`src/rtl/dram_refresh_pkg.sv`:
```
package dram_refresh_pkg;

   typedef enum logic [1:0] {
      PH_IDLE,
      PH_LEAD,
      PH_ACT,
      PH_PRE
   } phase_e;

endpackage

```
`src/rtl/interval_timer.sv`:
```
module interval_timer #(
   parameter int PERIOD = 1953
) (
   input  logic clk,
   input  logic rst_n,
   input  logic en,
   output logic tick
);
   localparam int CW = (PERIOD > 1) ? $clog2(PERIOD) : 1;

   generate
      if (PERIOD < 2) begin : g_bad_period
         $error("interval_timer: PERIOD must be at least 2");
      end
   endgenerate

   logic [CW-1:0] cnt_q;

   assign tick = en && (cnt_q == CW'(PERIOD - 1));

   always_ff @(posedge clk) begin
      if (!rst_n || !en) begin
         cnt_q <= '0;
      end else if (tick) begin
         cnt_q <= '0;
      end else begin
         cnt_q <= cnt_q + 1'b1;
      end
   end


   tick_spacing_chk: assert property (@(posedge clk) disable iff (!rst_n)
      tick |=> !tick);

endmodule

```
`src/rtl/strobe_seq.sv`:
```
module strobe_seq
   import dram_refresh_pkg::*;
#(
   parameter int USE_CBR      = 1,
   parameter int ROWS         = 2048,
   parameter int CAS_LEAD_CYC = 2,
   parameter int RAS_ACT_CYC  = 8,
   parameter int RAS_PRE_CYC  = 5
) (
   input  logic                    clk,
   input  logic                    rst_n,
   input  logic                    start,
   output logic                    busy,
   output logic                    done,
   output logic                    ras_n_o,
   output logic                    cas_n_o,
   output logic [$clog2(ROWS)-1:0] row_o
);
   localparam int RW   = $clog2(ROWS);
   localparam int MAX1 = (CAS_LEAD_CYC > RAS_ACT_CYC) ? CAS_LEAD_CYC : RAS_ACT_CYC;
   localparam int MAXC = (MAX1 > RAS_PRE_CYC) ? MAX1 : RAS_PRE_CYC;
   localparam int CW   = $clog2(MAXC + 1);

   generate
      if (CAS_LEAD_CYC < 1 || RAS_ACT_CYC < 1 || RAS_PRE_CYC < 1) begin : g_bad_timing
         $error("strobe_seq: every phase needs at least one cycle");
      end
   endgenerate

   phase_e        ph_q;
   logic [CW-1:0] cnt_q;

   assign busy = (ph_q != PH_IDLE);
   assign done = (ph_q == PH_PRE) && (cnt_q == '0);

   always_ff @(posedge clk) begin
      if (!rst_n) begin
         ph_q  <= PH_IDLE;
         cnt_q <= '0;
      end else begin
         unique case (ph_q)
            PH_IDLE: if (start) begin
               ph_q  <= PH_LEAD;
               cnt_q <= CW'(CAS_LEAD_CYC - 1);
            end
            PH_LEAD: if (cnt_q == '0) begin
               ph_q  <= PH_ACT;
               cnt_q <= CW'(RAS_ACT_CYC - 1);
            end else begin
               cnt_q <= cnt_q - 1'b1;
            end
            PH_ACT: if (cnt_q == '0) begin
               ph_q  <= PH_PRE;
               cnt_q <= CW'(RAS_PRE_CYC - 1);
            end else begin
               cnt_q <= cnt_q - 1'b1;
            end
            PH_PRE: if (cnt_q == '0) begin
               ph_q <= PH_IDLE;
            end else begin
               cnt_q <= cnt_q - 1'b1;
            end
            default: ph_q <= PH_IDLE;
         endcase
      end
   end

   assign ras_n_o = (ph_q != PH_ACT);

   generate
      if (USE_CBR != 0) begin : g_cbr
         assign cas_n_o = !((ph_q == PH_LEAD) || (ph_q == PH_ACT));
         assign row_o   = '0;


         cbr_order_chk: assert property (@(posedge clk) disable iff (!rst_n)
            $fell(ras_n_o) |-> (!cas_n_o && $past(!cas_n_o)));
      end else begin : g_ras_only
         logic [RW-1:0] row_q;
         always_ff @(posedge clk) begin
            if (!rst_n) begin
               row_q <= '0;
            end else if (done) begin
               row_q <= (row_q == RW'(ROWS - 1)) ? '0 : row_q + 1'b1;
            end
         end
         assign cas_n_o = 1'b1;
         assign row_o   = row_q;


         row_hold_chk: assert property (@(posedge clk) disable iff (!rst_n)
            !ras_n_o |-> $stable(row_o));
      end
   endgenerate

   logic [15:0] low_len_q;
   logic [15:0] high_len_q;
   always_ff @(posedge clk) begin
      if (!rst_n) begin
         low_len_q  <= '0;
         high_len_q <= 16'(RAS_PRE_CYC);
      end else begin
         low_len_q  <= ras_n_o ? '0 : low_len_q + 1'b1;
         if (!ras_n_o) begin
            high_len_q <= '0;
         end else if (high_len_q < 16'(RAS_PRE_CYC)) begin
            high_len_q <= high_len_q + 1'b1;
         end
      end
   end


   act_width_chk: assert property (@(posedge clk) disable iff (!rst_n)
      $rose(ras_n_o) |-> (low_len_q >= 16'(RAS_ACT_CYC)));


   pre_width_chk: assert property (@(posedge clk) disable iff (!rst_n)
      $fell(ras_n_o) |-> (high_len_q >= 16'(RAS_PRE_CYC)));

endmodule

```
`src/rtl/dram_refresh_sched.sv`:
```
module dram_refresh_sched #(
   parameter int CLK_MHZ      = 125,
   parameter int PAUSE_US     = 200,
   parameter int RETENTION_US = 32000,
   parameter int ROWS         = 2048,
   parameter int WAKE_CYC     = 8,
   parameter int PEND_LIMIT   = 4,
   parameter int CAS_LEAD_CYC = 2,
   parameter int RAS_ACT_CYC  = 8,
   parameter int RAS_PRE_CYC  = 5,
   parameter int USE_CBR      = 1
) (
   input  logic                    clk,
   input  logic                    rst_n,
   input  logic                    bus_gnt,
   output logic                    bus_req,
   output logic                    ras_n,
   output logic                    cas_n,
   output logic [$clog2(ROWS)-1:0] row_addr,
   output logic                    ready,
   output logic                    err_missed
);
   localparam int PAUSE_CYC    = CLK_MHZ * PAUSE_US;
   localparam int INTERVAL_CYC = (CLK_MHZ * RETENTION_US) / ROWS;
   localparam int PCW          = $clog2(PAUSE_CYC + 1);
   localparam int PW           = $clog2(PEND_LIMIT + 1);
   localparam int WW           = $clog2(WAKE_CYC + 1);

   generate
      if (PEND_LIMIT < 1) begin : g_bad_limit
         $error("dram_refresh_sched: PEND_LIMIT must be at least 1");
      end
      if (WAKE_CYC < 1) begin : g_bad_wake
         $error("dram_refresh_sched: WAKE_CYC must be at least 1");
      end
      if (PAUSE_CYC < 2) begin : g_bad_pause
         $error("dram_refresh_sched: power-up pause too short");
      end
   endgenerate

   logic           pausing_q;
   logic [PCW-1:0] pause_cnt_q;
   logic [PW-1:0]  pend_q;
   logic [WW-1:0]  wake_left_q;
   logic           in_wake_q;
   logic           ready_q;
   logic           err_q;

   logic tick, busy, done, seq_start;
   logic take_wake, take_pend, overflow;

   // power-up pause
   always_ff @(posedge clk) begin
      if (!rst_n) begin
         pausing_q   <= 1'b1;
         pause_cnt_q <= '0;
      end else if (pausing_q) begin
         pause_cnt_q <= pause_cnt_q + 1'b1;
         if (pause_cnt_q == PCW'(PAUSE_CYC - 1)) begin
            pausing_q <= 1'b0;
         end
      end
   end

   interval_timer #(
      .PERIOD(INTERVAL_CYC)
   ) i_interval_timer (
      .clk  (clk),
      .rst_n(rst_n),
      .en   (!pausing_q),
      .tick (tick)
   );

   assign seq_start = !pausing_q && bus_gnt && !busy &&
                      ((wake_left_q != '0) || (pend_q != '0));
   assign take_wake = seq_start && (wake_left_q != '0);
   assign take_pend = seq_start && (wake_left_q == '0);
   assign overflow  = tick && !take_pend && (pend_q == PW'(PEND_LIMIT));

   always_ff @(posedge clk) begin
      if (!rst_n) begin
         pend_q      <= '0;
         wake_left_q <= WW'(WAKE_CYC);
         in_wake_q   <= 1'b0;
         ready_q     <= 1'b0;
         err_q       <= 1'b0;
      end else begin
         if (overflow) begin
            pend_q      <= '0;
            wake_left_q <= WW'(WAKE_CYC);
            ready_q     <= 1'b0;
            err_q       <= 1'b1;
         end else begin
            pend_q      <= pend_q + PW'(tick) - PW'(take_pend);
            wake_left_q <= wake_left_q - WW'(take_wake);
            if (done && in_wake_q && (wake_left_q == '0)) begin
               ready_q <= 1'b1;
            end
         end
         if (take_wake) begin
            in_wake_q <= 1'b1;
         end else if (take_pend) begin
            in_wake_q <= 1'b0;
         end
      end
   end

   strobe_seq #(
      .USE_CBR     (USE_CBR),
      .ROWS        (ROWS),
      .CAS_LEAD_CYC(CAS_LEAD_CYC),
      .RAS_ACT_CYC (RAS_ACT_CYC),
      .RAS_PRE_CYC (RAS_PRE_CYC)
   ) i_strobe_seq (
      .clk    (clk),
      .rst_n  (rst_n),
      .start  (seq_start),
      .busy   (busy),
      .done   (done),
      .ras_n_o(ras_n),
      .cas_n_o(cas_n),
      .row_o  (row_addr)
   );

   assign bus_req    = !pausing_q && (busy || (wake_left_q != '0) || (pend_q != '0));
   assign ready      = ready_q;
   assign err_missed = err_q;


   pause_quiet_chk: assert property (@(posedge clk) disable iff (!rst_n)
      pausing_q |-> (ras_n && cas_n && !bus_req && !ready));


   strobe_own_chk: assert property (@(posedge clk) disable iff (!rst_n)
      (!ras_n || !cas_n) |-> bus_req);


   ready_wake_chk: assert property (@(posedge clk) disable iff (!rst_n)
      ready |-> (wake_left_q == '0));


   pend_bound_chk: assert property (@(posedge clk) disable iff (!rst_n)
      pend_q <= PW'(PEND_LIMIT));


   ready_drop_chk: assert property (@(posedge clk) disable iff (!rst_n)
      $fell(ready) |-> err_missed);


   err_sticky_chk: assert property (@(posedge clk) disable iff (!rst_n)
      err_missed |=> err_missed);

endmodule

```
`config.mk`:
```
export PLATFORM = sky130hd
export DESIGN_NAME = dram_refresh_sched
export DESIGN_NICKNAME = d
export VERILOG_FILES = /design/src/rtl/dram_refresh_pkg.sv /design/src/rtl/interval_timer.sv /design/src/rtl/strobe_seq.sv /design/src/rtl/dram_refresh_sched.sv
export SDC_FILE = /design/constraint.sdc
export NUM_CORES = 1
export LEC_CHECK = 0
export BUFFER_PORTS_ARGS = -buffer_cell sky130_fd_sc_hd__buf_2
export CAP_MARGIN = 20
export CORE_ASPECT_RATIO = 1.2
export CORE_MARGIN = 2
export CORE_UTILIZATION = 30
export DETAILED_ROUTE_END_ITERATION = 16
export HOLD_SLACK_MARGIN = 0.08
export PLACE_DENSITY = 0.5
export SYNTH_ARGS = -nofsm -noshare
export SYNTH_HDL_FRONTEND = slang
export SYNTH_HIERARCHICAL = 1
export SYNTH_SLANG_ARGS = --single-unit
```
`constraint.sdc`:
```
create_clock -name clk -period 2.8 [get_ports clk]
set_clock_uncertainty 0.15 [all_clocks]
set_input_delay 0.14 -clock clk [delete_from_list [all_inputs] [get_ports clk]]
set_output_delay 0.14 -clock clk [all_outputs]
set_load 0.01 [all_outputs]
```
* After elaboration in Yosys (flattened, before gate mapping)
Index checks and enable logic that the tools add are counted.
** Word-level totals
- Bits in registers :: 43
- Input port bits :: 3
- Output and inout bits :: 16
** Cells by class
- Add/sub/neg operators :: 6
- Eq/ne operators :: 12
- Multiplexer cells :: 14
- Bitwise logic cells :: 1
- Reduce and logical (&&, ||, !) cells :: 33
** Operator list (number)
- $mux W4 :: 4
- $pmux W4 S4 :: 1
- $add A15 B1 Y15 const B :: 1
- $eq A15 B15 Y1 const B :: 1
- $logic_and A1 B1 Y1 :: 12
- $add A11 B1 Y11 const B :: 1
- $eq A11 B11 Y1 const B :: 1
- $logic_not A4 Y1 :: 2
- $mux W2 :: 4
- $ne A2 B2 Y1 const B :: 4
- $pmux W2 S4 :: 1
- $logic_not A1 Y1 :: 5
- $logic_or A1 B1 Y1 :: 5
- $eq A2 B2 Y1 const B :: 2
- $mux W1 :: 4
- $ne A2 B1 Y1 const B :: 2
- $reduce_and A4 Y1 :: 1
- $reduce_bool A2 Y1 :: 2
- $reduce_bool A4 Y1 :: 1
- $reduce_or A2 Y1 :: 2
- $sub A4 B1 Y4 :: 1
- $sub A4 B1 Y4 const B :: 1
- $add A3 B1 Y3 :: 1
- $eq A3 B3 Y1 const B :: 1
- 6 further kinds :: 6

* Depth between registers and ports, before layout
Gate-level depths: netlist (run 1).
- Word-level depth :: 9
- Mapped depth :: 14
- Depth with buffers taken out :: 14

* Hierarchy
The synthesis (run 1) kept the hierarchy.
** By module, submodules not included
- dram_refresh_sched :: instances 1, cells each 139, area each 1272.5 um^2, sequential area each 520.5 um^2
- interval_timer :: instances 1, cells each 62, area each 529.3 um^2, sequential area each 220.2 um^2
- strobe_seq :: instances 1, cells each 62, area each 529.3 um^2, sequential area each 120.1 um^2

* Worst setup path after synthesis (run 1)
OpenSTA, ideal clock, no wires.
- Kind :: reg2reg
- Start point :: reg i_strobe_seq.ph_q[0]
- End point :: reg pend_q[2]
- Arrival :: 2.636 ns
- Required time :: 2.572 ns
- Path slack :: -0.064 ns
- Cell stages (with the launch flop) :: 15
- Cells stage by stage :: dfxtp_1 > inv_1 > ha_1 > inv_1 > or3b_4 > or3_4 > inv_2 > ha_1 > inv_1 > ha_1 > inv_1 > fa_1 > xor2_1 > and2_1 > nor3_1
** Between the ends
- Longest elaborated chain between the ends :: 9
- Elaborated cells between the ends (all ways) :: 10
** RTL lines
- start, declared :: line strobe_seq.sv:30 : phase_e ph_q;
- start signal, assigned :: line strobe_seq.sv:38 : ph_q <= PH_IDLE;
- start signal, assigned :: line strobe_seq.sv:43 : ph_q <= PH_LEAD;
- start signal, assigned :: line strobe_seq.sv:47 : ph_q <= PH_ACT;
- $reduce_bool A2 Y1 * :: line strobe_seq.sv:33 : assign busy = (ph_q != PH_IDLE);
- via busy :: line dram_refresh_sched.sv:49 : logic tick, busy, done, seq_start;
- $logic_not A1 Y1 * :: line dram_refresh_sched.sv:74 : assign seq_start = !pausing_q && bus_gnt && !busy &&
- $logic_and A1 B1 Y1 * (2 in series) :: line dram_refresh_sched.sv:74
- $logic_and A1 B1 Y1 * :: line dram_refresh_sched.sv:77 : assign take_pend = seq_start && (wake_left_q == '0);
- branches (longest 4 deep; another with $sub A3 B1 Y3)
- end signal, assigned :: line dram_refresh_sched.sv:94 : pend_q <= pend_q + PW'(tick) - PW'(take_pend);
- end, declared :: line dram_refresh_sched.sv:43 : logic [PW-1:0] pend_q;
Mark *: on every way through the listed nets, which the timed path passes.
A chain may end at the register's enable or synchronous reset.

* Worst setup path after layout (run 1)
Ends and elaborated chain as after synthesis.

==> metrics, run 1 <==
number of buffers created by CTS 5; Yosys cell types 55; DRC 0; ys async rst share 0%; Lkg Pwr 1.06 nW; root buffer cell clkbuf_8; f_max 362 MHz; worst min-delay path class reg -> reg; IO Pins 19; number of max-cap violations 0; register area share after synthesis a little under two fifths; status finished, final reports clean; critical path endpoint category flop; number of flops mapped to enable cells by yosys 0; Syn Std Cell Area 0.00233 mm²; Reg clk slew, reported paths 0.08 ns; crit path launch type flop; GRT overflow 0; Clock H-tree levels 2; Pre-Repair DR Iteration Count 5; power per cell area ~550 mW/mm²; gr usage total 11.2%; Slew @ Worst Pin 0.503 ns; Critical Path, Cell by Cell inv_2 > ha_1 > inv_1 > or3b_4 > or3_4 > inv_2 > ha_1 > inv_1 > ha_1 > inv_1 > fa_2 > xor2_2 > and2_4 > nor3_2; Reg area 862 µm²; crit path max-delay cell type or3_4; first-pass GRT wire length 7.91 mm; Routed wire per std cell around 11 µm; largest net degree at the start of global routing 19; Worst EP arrival 2.84 ns; Synth area leaders dfxtp_1, ha_1, nor2_1, buf_4, inv_1; via count 1908; Crit Path Class reg -> reg; share of cells above drive strength 1 20.4%; Core Box Area 0.00762 mm²; setup violators final 0; Top FF cell, synth dfxtp_1; area grow syn2layout 16.8%; Final Cycle Share 98.7%; fin cells ~390; Sink Count 43; syn avg cell area approximately 8.9 µm²; most common cell in the netlist dfxtp_1; Vias/cell ~4.9; Syn Inst Count 263; met2 usage in global routing 21.7%; Util after Layout 35.7%; Register-to-Register Path Depth 14; area leader, netlist dfxtp_1; DR iter-0 viols 52; row count 35; TritonCTS clock tree done; Initial Util 30.6%; GR peak layer met2; peak supply drop around 0.00024 V; GR Util met3 2.21%; vias in the first global route 1838; crit-path max cell delay 0.38 ns; met1 global-route usage 12.0%; CP max FO 2; final wirelength 4.38 mm; initial antenna violation count 0; Routed Antenna Nets 0; GPL Wtd Cong slightly below 0.8; top post-synthesis cells by count dfxtp_1, nor2_1, inv_1, nand2_1, ha_1; Yosys top cell area share approximately 37%; Post-DP HPWL between 3 and 4 mm; area of the multi-input gates 0.00134 mm²; hold path cells 1; Final Max Tran Viols 0; Filler Cells Inserted 798; CTS max path bufs 2; fin nets 311; Inserted Diodes 0; chip height 101 µm; Fin. Hold Viols 0; Die Wd about 84 µm; Period minus WS final 2.76 ns; number of port buffers 7; normalized max-slew margin 66.2%; synthesis-stage register bit count 43; Pwr Total ~1.5 mW; RSZ-0062 raised after global routing true; worst skew pair latency a little under 0.3 ns; worst hold slack 0.314 ns; Setup Buffers After CTS 0; CP Data Required Time approximately 2.9 ns; warning count from the yosys run 6; placed cells 377; full die area 0.00849 mm²
==> power by group <==
group | leakage, nW | switching, mW | internal [mW]
clock network | 0.0654 | 0.209 | 0.357
registers | 0.348 | 0.0152 | 0.630
logic | 0.651 | 0.163 | 0.131
==> through the flow <==
stage | area, µm² | setup WS, ns | setup TNS (ns)
global placement | 2560 | 0.0452 | 0
CTS | 2700 | -0.0118 | -0.0118
global route | 2720 | -0.0842 | -0.0842
finish | 2720 | 0.0361 | 0
floorplan | 2370 | 0.0288 | 0
detailed placement | 2560 | -0.0100 | -0.0100
==> what timing repair did <==
item	4_1_cts	5_1_grt
endpoints found under the setup margin	1	1
gates resized for setup	1	4
pin swaps	0	1
hold buffers	1	0
hold endpoints to repair	1	0
==> area by class of cell <==
cell class | count | area share [%]
multi-input cells | 194 | 49.2
flip-flops and latches | 43 | 31.7
repair buffers | 28 | 7.17
well taps | 92 | 4.23
inverters | 21 | 2.90
clock buffers | 6 | 2.67
clock inverters | 2 | 2.21
==> layout by cell type (no fill, tap or decap), types with 4 or more instances in the layout <==
cell type,count
inv_2,4
buf_2,7
buf_4,20
xor2_1,7
nor3_1,4
nand4_1,9
conb_1,11
nor2_1,26
nand3_1,12
clkbuf_8,5
or3_1,6
or4_1,5
o31ai_1,4
a21oi_1,13
inv_1,17
dfxtp_1,42
o21ai_1,4
mux2i_1,4
ha_1,14
xnor2_1,5
nand2_1,16
nor4_1,6
==> metal layers <==
layer  vias to the layer above  wire length, µm
met4                         0               40
met2                        42             2300
li1                        969                -
met1                       891             1910
met3                         6              131
met5                         -                0
==> path summary, 6_finish.rpt <==
kind | start | end | slack [ns]
worst max-delay path | i_strobe_seq/ph_q[0]$_SDFFE_PN0P_ | pend_q[2]$_SDFF_PP0_ | 0.04
worst min-delay path | err_missed$_SDFFE_PN0P_ | err_missed$_SDFFE_PN0P_ | 0.31
worst max register to register | i_strobe_seq/ph_q[0]$_SDFFE_PN0P_ | pend_q[2]$_SDFF_PP0_ | 0.04
worst min register to register | err_missed$_SDFFE_PN0P_ | err_missed$_SDFFE_PN0P_ | 0.31
==> cell families (layout without fill, tap and decap cells) <==
family	after synthesis	count (layout)	share of synthesized area, %
other cells	1	11	0.161
flops	43	43	36.9
simple gates	109	109	27.0
xor+xnor	13	13	4.88
mux	4	4	1.72
compound gates	42	42	12.7
buf+inv	36	57	8.21
fa+ha+maj	15	15	8.37
==> critical path, delay by kind of cell (launching register included) <==
| kind | cells | cell delay, ns |
|---|---|---|
| flip-flops | 1 | 0.33 |
| XOR/XNOR | 1 | 0.16 |
| buffers and inverters | 5 | 0.25 |
| adder cells (fa/ha/maj) | 4 | 0.83 |
| AND/OR/NAND/NOR | 4 | 0.99 |
==> state kept, by name (all words and copies together), names as in the netlist <==
| register | flops |
|---|---|
| i_strobe_seq/cnt_q | 4 |
| in_wake_q | 1 |
| pend_q | 3 |
| pausing_q | 1 |
| pause_cnt_q | 15 |
| i_strobe_seq/ph_q | 2 |
| ready | 1 |
| i_interval_timer/cnt_q | 11 |
| wake_left_q | 4 |
| err_missed | 1 |
Power figures use the tool's default switching activity.
==> run 2: changes to the inputs <==
--- a/config.mk
+++ b/config.mk
@@ -13,6 +13,7 @@
 export DETAILED_ROUTE_END_ITERATION = 16
 export HOLD_SLACK_MARGIN = 0.08
 export PLACE_DENSITY = 0.5
+export REMOVE_ABC_BUFFERS = 1
 export SYNTH_ARGS = -nofsm -noshare
 export SYNTH_HDL_FRONTEND = slang
 export SYNTH_HIERARCHICAL = 1
==> metrics, run 2 (same netlist as run 1, synthesis figures left out) <==
status finished, final reports clean; Crit Path Class reg -> reg; gr usage total 10.9% (-0.32 points); pre-CTS WS -0.0799 ns (-0.0698 ns); Vias/cell 4.81 (-2.7%); root buffer cell clkbuf_8; first-pass GRT wire length 7.46 mm (-5.7%); fin nets 311 (unchanged); setup violators final 0 (unchanged); CP delay by family, top simple AND/OR/NAND/NOR gates; Critical Path, Cell by Cell inv_2 > ha_4 > inv_2 > or3b_4 > or3_4 > inv_2 > ha_4 > inv_2 > ha_4 > inv_2 > fa_2 > xor2_1 > and2_1 > nor3_2; Die Wd 84.5 µm (unchanged); DR iter-0 viols 41 (-21%); most common cell after layout, fill and taps aside dfxtp_1; Reg clk slew, reported paths 0.09 ns (about the same); normalized max-slew margin 66.0% (-0.24 points); number of max-cap violations 0 (unchanged); Filler Cells Inserted 816 (+2.3%); top flop regs pause_cnt_q (15), i_interval_timer/cnt_q (11); Biggest register pause_cnt_q; chip height 101 µm (unchanged); final wirelength 4.38 mm (about the same); Routed wire per std cell 11.3 µm (about the same); commonest non-fill, non-tap cells in the layout dfxtp_1, nor2_1, buf_4; GPL Wtd Cong 0.731 (-7.1%); power per cell area 494 mW/mm² (-11%); peak supply drop 0.000260 V (+6.8%); worst min-delay path class reg -> reg; GRT overflow 0 (unchanged); crit path launch type flop; f_max 366 MHz (+1.2%); full die area 0.00849 mm² (unchanged); via count 1857 (-2.7%); Largest register FFs 15 (unchanged); DRC 0 (unchanged); Routed Antenna Nets 0 (unchanged); area grow syn2layout 15.6%; Slew @ Worst Pin 0.506 ns (+0.00283 ns); Lkg Pwr 1.03 nW (-2.8%); worst setup margin 0.0684 ns (+0.0322 ns); crit path max-delay cell type or3_4; Reg area 863 µm² (+0.15%); Buf/Inv on CP 5 (unchanged); CP max FO 2 (unchanged); Final Max Tran Viols 0 (unchanged); initial antenna violation count 0 (unchanged); IO Pins 19 (unchanged); Pre-Repair DR Iteration Count 4 (-1); Inserted Diodes 0 (unchanged); Fin. Hold Viols 0 (unchanged); Util after Layout 35.4% (-0.36 points); TritonCTS clock tree done; number of buffers created by CTS 5 (unchanged); area of the multi-input gates 0.00136 mm² (+1.7%); Pwr Total 1.33 mW (-12%); Worst EP arrival 2.82 ns (-0.02 ns); Post-DP HPWL 3.24 mm (-2.7%); crit-path max cell delay 0.40 ns (+0.02 ns); Initial Util 30.6% (unchanged); RSZ-0062 raised after global routing true; critical path endpoint category flop; vias in the first global route 1727 (-6.0%); number of port buffers 7 (unchanged); largest net degree at the start of global routing 19 (unchanged); Sink Count 43 (unchanged); worst hold slack 0.322 ns (+0.00792 ns); share of cells above drive strength 1 21.4% (+1.0 points); most used cell, CP inv_2; Core Box Area 0.00762 mm² (unchanged); Clock H-tree levels 2 (unchanged); Final Cycle Share 97.6% (-1.2 points); Period minus WS final 2.73 ns (-0.0322 ns); row count 35 (unchanged); CTS max path bufs 2 (unchanged); worst skew pair latency 0.30 ns (about the same); CP Data Required Time 2.89 ns (about the same)
[run 2: cell count changes in the layout (fill, tap and decap cells not counted), moves of 2 or more]
| cell | before | now |
|---|---|---|
| inv_1 | 17 | 14 |
| ha_4 | 0 | 3 |
| bufinv_16 | 2 | 0 |
| ha_1 | 14 | 11 |
| inv_2 | 4 | 7 |
[run 2: per-layer routing]
metal	up-vias	track usage (%)	part of all wire (%)
met5	-	0	0
met2	11	19.2	49
met1	868	12.5	46
met3	6	2.78	2.4
li1	972	-	-
met4	0	4.76	1.9
[run 2: what timing repair did]
action                                  4_1_cts  5_1_grt
gates cloned                                  0        0
hold buffers                                  1        0
endpoints found under the setup margin        1        1
resized for setup                            13        1
hold endpoints to repair                      1        0
setup buffers                                 0        1
pin swaps                                     6        6
[run 2: final cells by class]
class                           instances  share of cell area (%)
Multi-Input combinational cell        194                    50.5
Sequential cell                        43                    32.0
Clock inverter                          1                   0.186
Inverter                               21                    2.92
Timing Repair Buffer                   28                    7.24
Tap cell                               92                    4.27
Clock buffer                            7                    2.83
[run 2: through the flow]
stage	instances	TNS (ns)	cell area, µm²
6_report	386	0	2700
5_1_grt	386	-0.0597	2700
4_1_cts	385	-0.0132	2680
3_5_place_dp	376	-0.0799	2550
3_3_place_gp	376	-0.0211	2550
2_1_floorplan	258	-0.0638	2260
[run 2: power breakdown]
group	internal, mW	switching (mW)	total, mW	leakage (nW)
Sequential	0.630	0.0154	0.646	0.348
Combinational	0.137	0.163	0.300	0.643
Clock	0.175	0.210	0.385	0.0422
Total	0.943	0.388	1.33	1.03
[run 2: path summary, 6_finish.rpt]
| path | start | endpoint | slack, ns | cells after the start |
|---|---|---|---|---|
| min reg2reg | err_missed$_SDFFE_PN0P_ | err_missed$_SDFFE_PN0P_ | 0.32 | 1 |
| max reg2reg | i_strobe_seq/ph_q[0]$_SDFFE_PN0P_ | pend_q[2]$_SDFF_PP0_ | 0.07 | 14 |
| min | err_missed$_SDFFE_PN0P_ | err_missed$_SDFFE_PN0P_ | 0.32 | 1 |
| max | i_strobe_seq/ph_q[0]$_SDFFE_PN0P_ | pend_q[2]$_SDFF_PP0_ | 0.07 | 14 |
==> run 3: changes to the inputs <==
--- a/config.mk
+++ b/config.mk
@@ -9,10 +9,10 @@
 export CAP_MARGIN = 20
 export CORE_ASPECT_RATIO = 1.2
 export CORE_MARGIN = 2
-export CORE_UTILIZATION = 30
+export CORE_UTILIZATION = 45
 export DETAILED_ROUTE_END_ITERATION = 16
 export HOLD_SLACK_MARGIN = 0.08
-export PLACE_DENSITY = 0.5
+export PLACE_DENSITY = 0.68
 export REMOVE_ABC_BUFFERS = 1
 export SYNTH_ARGS = -nofsm -noshare
 export SYNTH_HDL_FRONTEND = slang
==> metrics, run 3 (same netlist as run 1, synthesis figures left out) <==
DRC 0 (unchanged); Initial Util 46.9% (+16 points); Fin. Hold Viols 0 (unchanged); fin nets 305 (-1.9%); root buffer cell clkbuf_8; Inserted Diodes 0 (unchanged); Largest register FFs 15 (unchanged); Critical Path End pend_q[2]$_SDFF_PP0_; Sink Count 43 (unchanged); Reg clk slew, reported paths 0.08 ns (about the same); worst min-delay path class in -> reg; Lkg Pwr 1.02 nW (-1.8%); via count 1827 (-1.6%); f_max 356 MHz (-2.7%); Period minus WS final 2.81 ns (+0.0772 ns); Routed wire per std cell 12.0 µm (+5.6%); initial antenna violation count 0 (unchanged); TritonCTS clock tree done; Vias/cell 5.25 (+9.1%); crit path launch type flop; largest net degree at the start of global routing 19 (unchanged); Reg-to-Reg End pend_q[2]$_SDFF_PP0_; setup violators final 1 (+1); number of buffers created by CTS 5 (unchanged); Pre-Repair DR Iteration Count 4 (unchanged); number of max-cap violations 0 (unchanged); vias in the first global route 1774 (+2.7%); first-pass GRT wire length 7.59 mm (+1.8%); Die Wd 69.7 µm (-17%); Register-to-Register Path Depth 14 (unchanged); Slew @ Worst Pin 0.655 ns (+0.150 ns); pre-CTS WS -0.0946 ns (-0.0147 ns); Core Box Area 0.00497 mm² (-35%); status complete, but fails checks; GPL Wtd Cong 0.821 (+12%); Post-DP HPWL 3.05 mm (-5.8%); worst r2r src i_strobe_seq/ph_q[0]$_SDFFE_PN0P_; peak supply drop 0.000273 V (+5.0%); critical path endpoint category flop; row count 28 (-20%); gr usage total 15.7% (+4.8 points); Routed Antenna Nets 0 (unchanged); RSZ-0062 raised after global routing true; FF-to-FF setup slack -0.009 ns (-0.08 ns); Biggest register pause_cnt_q; Filler Cells Inserted 470 (-42%); worst skew pair latency 0.29 ns (about the same); Crit Path Class reg -> reg; top flop regs pause_cnt_q (15), i_interval_timer/cnt_q (11); final wirelength 4.17 mm (-4.8%); Clock H-tree levels 2 (unchanged); DR iter-0 viols 85 (+110%); Final Cycle Share 100% (+2.8 points); number of port buffers 7 (unchanged); violated checks negative setup slack; worst hold slack 0.0831 ns (-0.239 ns); chip height 82.8 µm (-18%); GRT overflow 0 (unchanged); IO Pins 19 (unchanged); most common cell after layout, fill and taps aside dfxtp_1; area grow syn2layout 13.1%; Final Max Tran Viols 0 (unchanged); normalized max-slew margin 56.0% (-9.9 points); commonest non-fill, non-tap cells in the layout dfxtp_1, nor2_1, nand2_1; placed cells 339 (-9.8%); Worst EP arrival 2.82 ns (about the same); CTS max path bufs 2 (unchanged); CP max FO 2 (unchanged); full die area 0.00577 mm² (-32%); share of cells above drive strength 1 21.2% (-0.25 points); worst setup margin -0.00880 ns (-0.0772 ns); fin cells 348 (-9.8%); power per cell area 528 mW/mm² (+6.9%); Worst Setup SP i_strobe_seq/ph_q[0]$_SDFFE_PN0P_; CP Data Required Time 2.81 ns (-0.08 ns)
## run 3: critical path: stages (launching register included)
cell,delay [ns]
dfxtp_2,0.33
inv_2,0.07
ha_4,0.14
inv_2,0.03
or3b_4,0.38
or3_4,0.40
inv_2,0.07
ha_4,0.19
inv_2,0.06
ha_4,0.12
inv_2,0.03
fa_2,0.34
xor2_1,0.16
and2_1,0.16
nor3_2,0.04
## run 3: report_power, final
group	switching [mW]	leakage (nW)	internal (mW)
sequential	0.0157	0.348	0.630
combinational	0.166	0.617	0.143
clock	0.212	0.0505	0.224
total	0.394	1.02	0.998
## run 3: per-stage QoR
step	cell area, µm²	util [%]	TNS (ns)	power, mW
6_report	2640	53.0	-0.00880	1.39
3_3_place_gp	2470	49.7	-0.0109	0.938
4_1_cts	2590	52.1	0	1.39
2_1_floorplan	2260	-	-0.0638	0.856
5_1_grt	2640	53.0	-0.111	1.47
3_5_place_dp	2470	49.7	-0.0946	0.943
## run 3: per-layer routing
| metal | vias up | share of wire, % | global-route usage [%] |
|---|---|---|---|
| met3 | 4 | 2.3 | 3.64 |
| met2 | 17 | 50 | 27.2 |
| met1 | 851 | 46 | 19.0 |
| li1 | 955 | - | - |
| met4 | 0 | 1.5 | 5.24 |
| met5 | - | 0 | 0 |
## run 3: final cells by class
cell class | instances | area (µm²) | share of cell area (%)
Clock buffer | 7 | 96.3 | 3.65
Multi-Input combinational cell | 194 | 1370 | 51.9
Inverter | 21 | 78.8 | 2.99
Clock inverter | 1 | 7.51 | 0.285
Sequential cell | 43 | 863 | 32.7
Timing Repair Buffer | 22 | 148 | 5.60
Tap cell | 60 | 75.1 | 2.85
## run 3: how the worst min path moves through the flow
stage / cells past startpoint / slack, ns / start / endpoint
floorplan: 1 / 0.07 / rst_n / pausing_q$_SDFF_PN1_
global route: 2 / 0.11 / rst_n / in_wake_q$_SDFFE_PN0P_
CTS: 2 / 0.08 / rst_n / pausing_q$_SDFF_PN1_
detailed placement: 1 / 0.30 / err_missed$_SDFFE_PN0P_ / err_missed$_SDFFE_PN0P_
global placement: 1 / 0.29 / err_missed$_SDFFE_PN0P_ / err_missed$_SDFFE_PN0P_
finish: 2 / 0.08 / rst_n / pausing_q$_SDFF_PN1_
## run 3: what timing repair did
action / in CTS / in global routing
endpoints found under the hold margin: 0 / 0
buffers inserted: 0 / 1
endpoints found under the setup margin: 1 / 1
pin swaps: 2 / 5
resized for setup: 6 / 9
hold buffers: 0 / 0
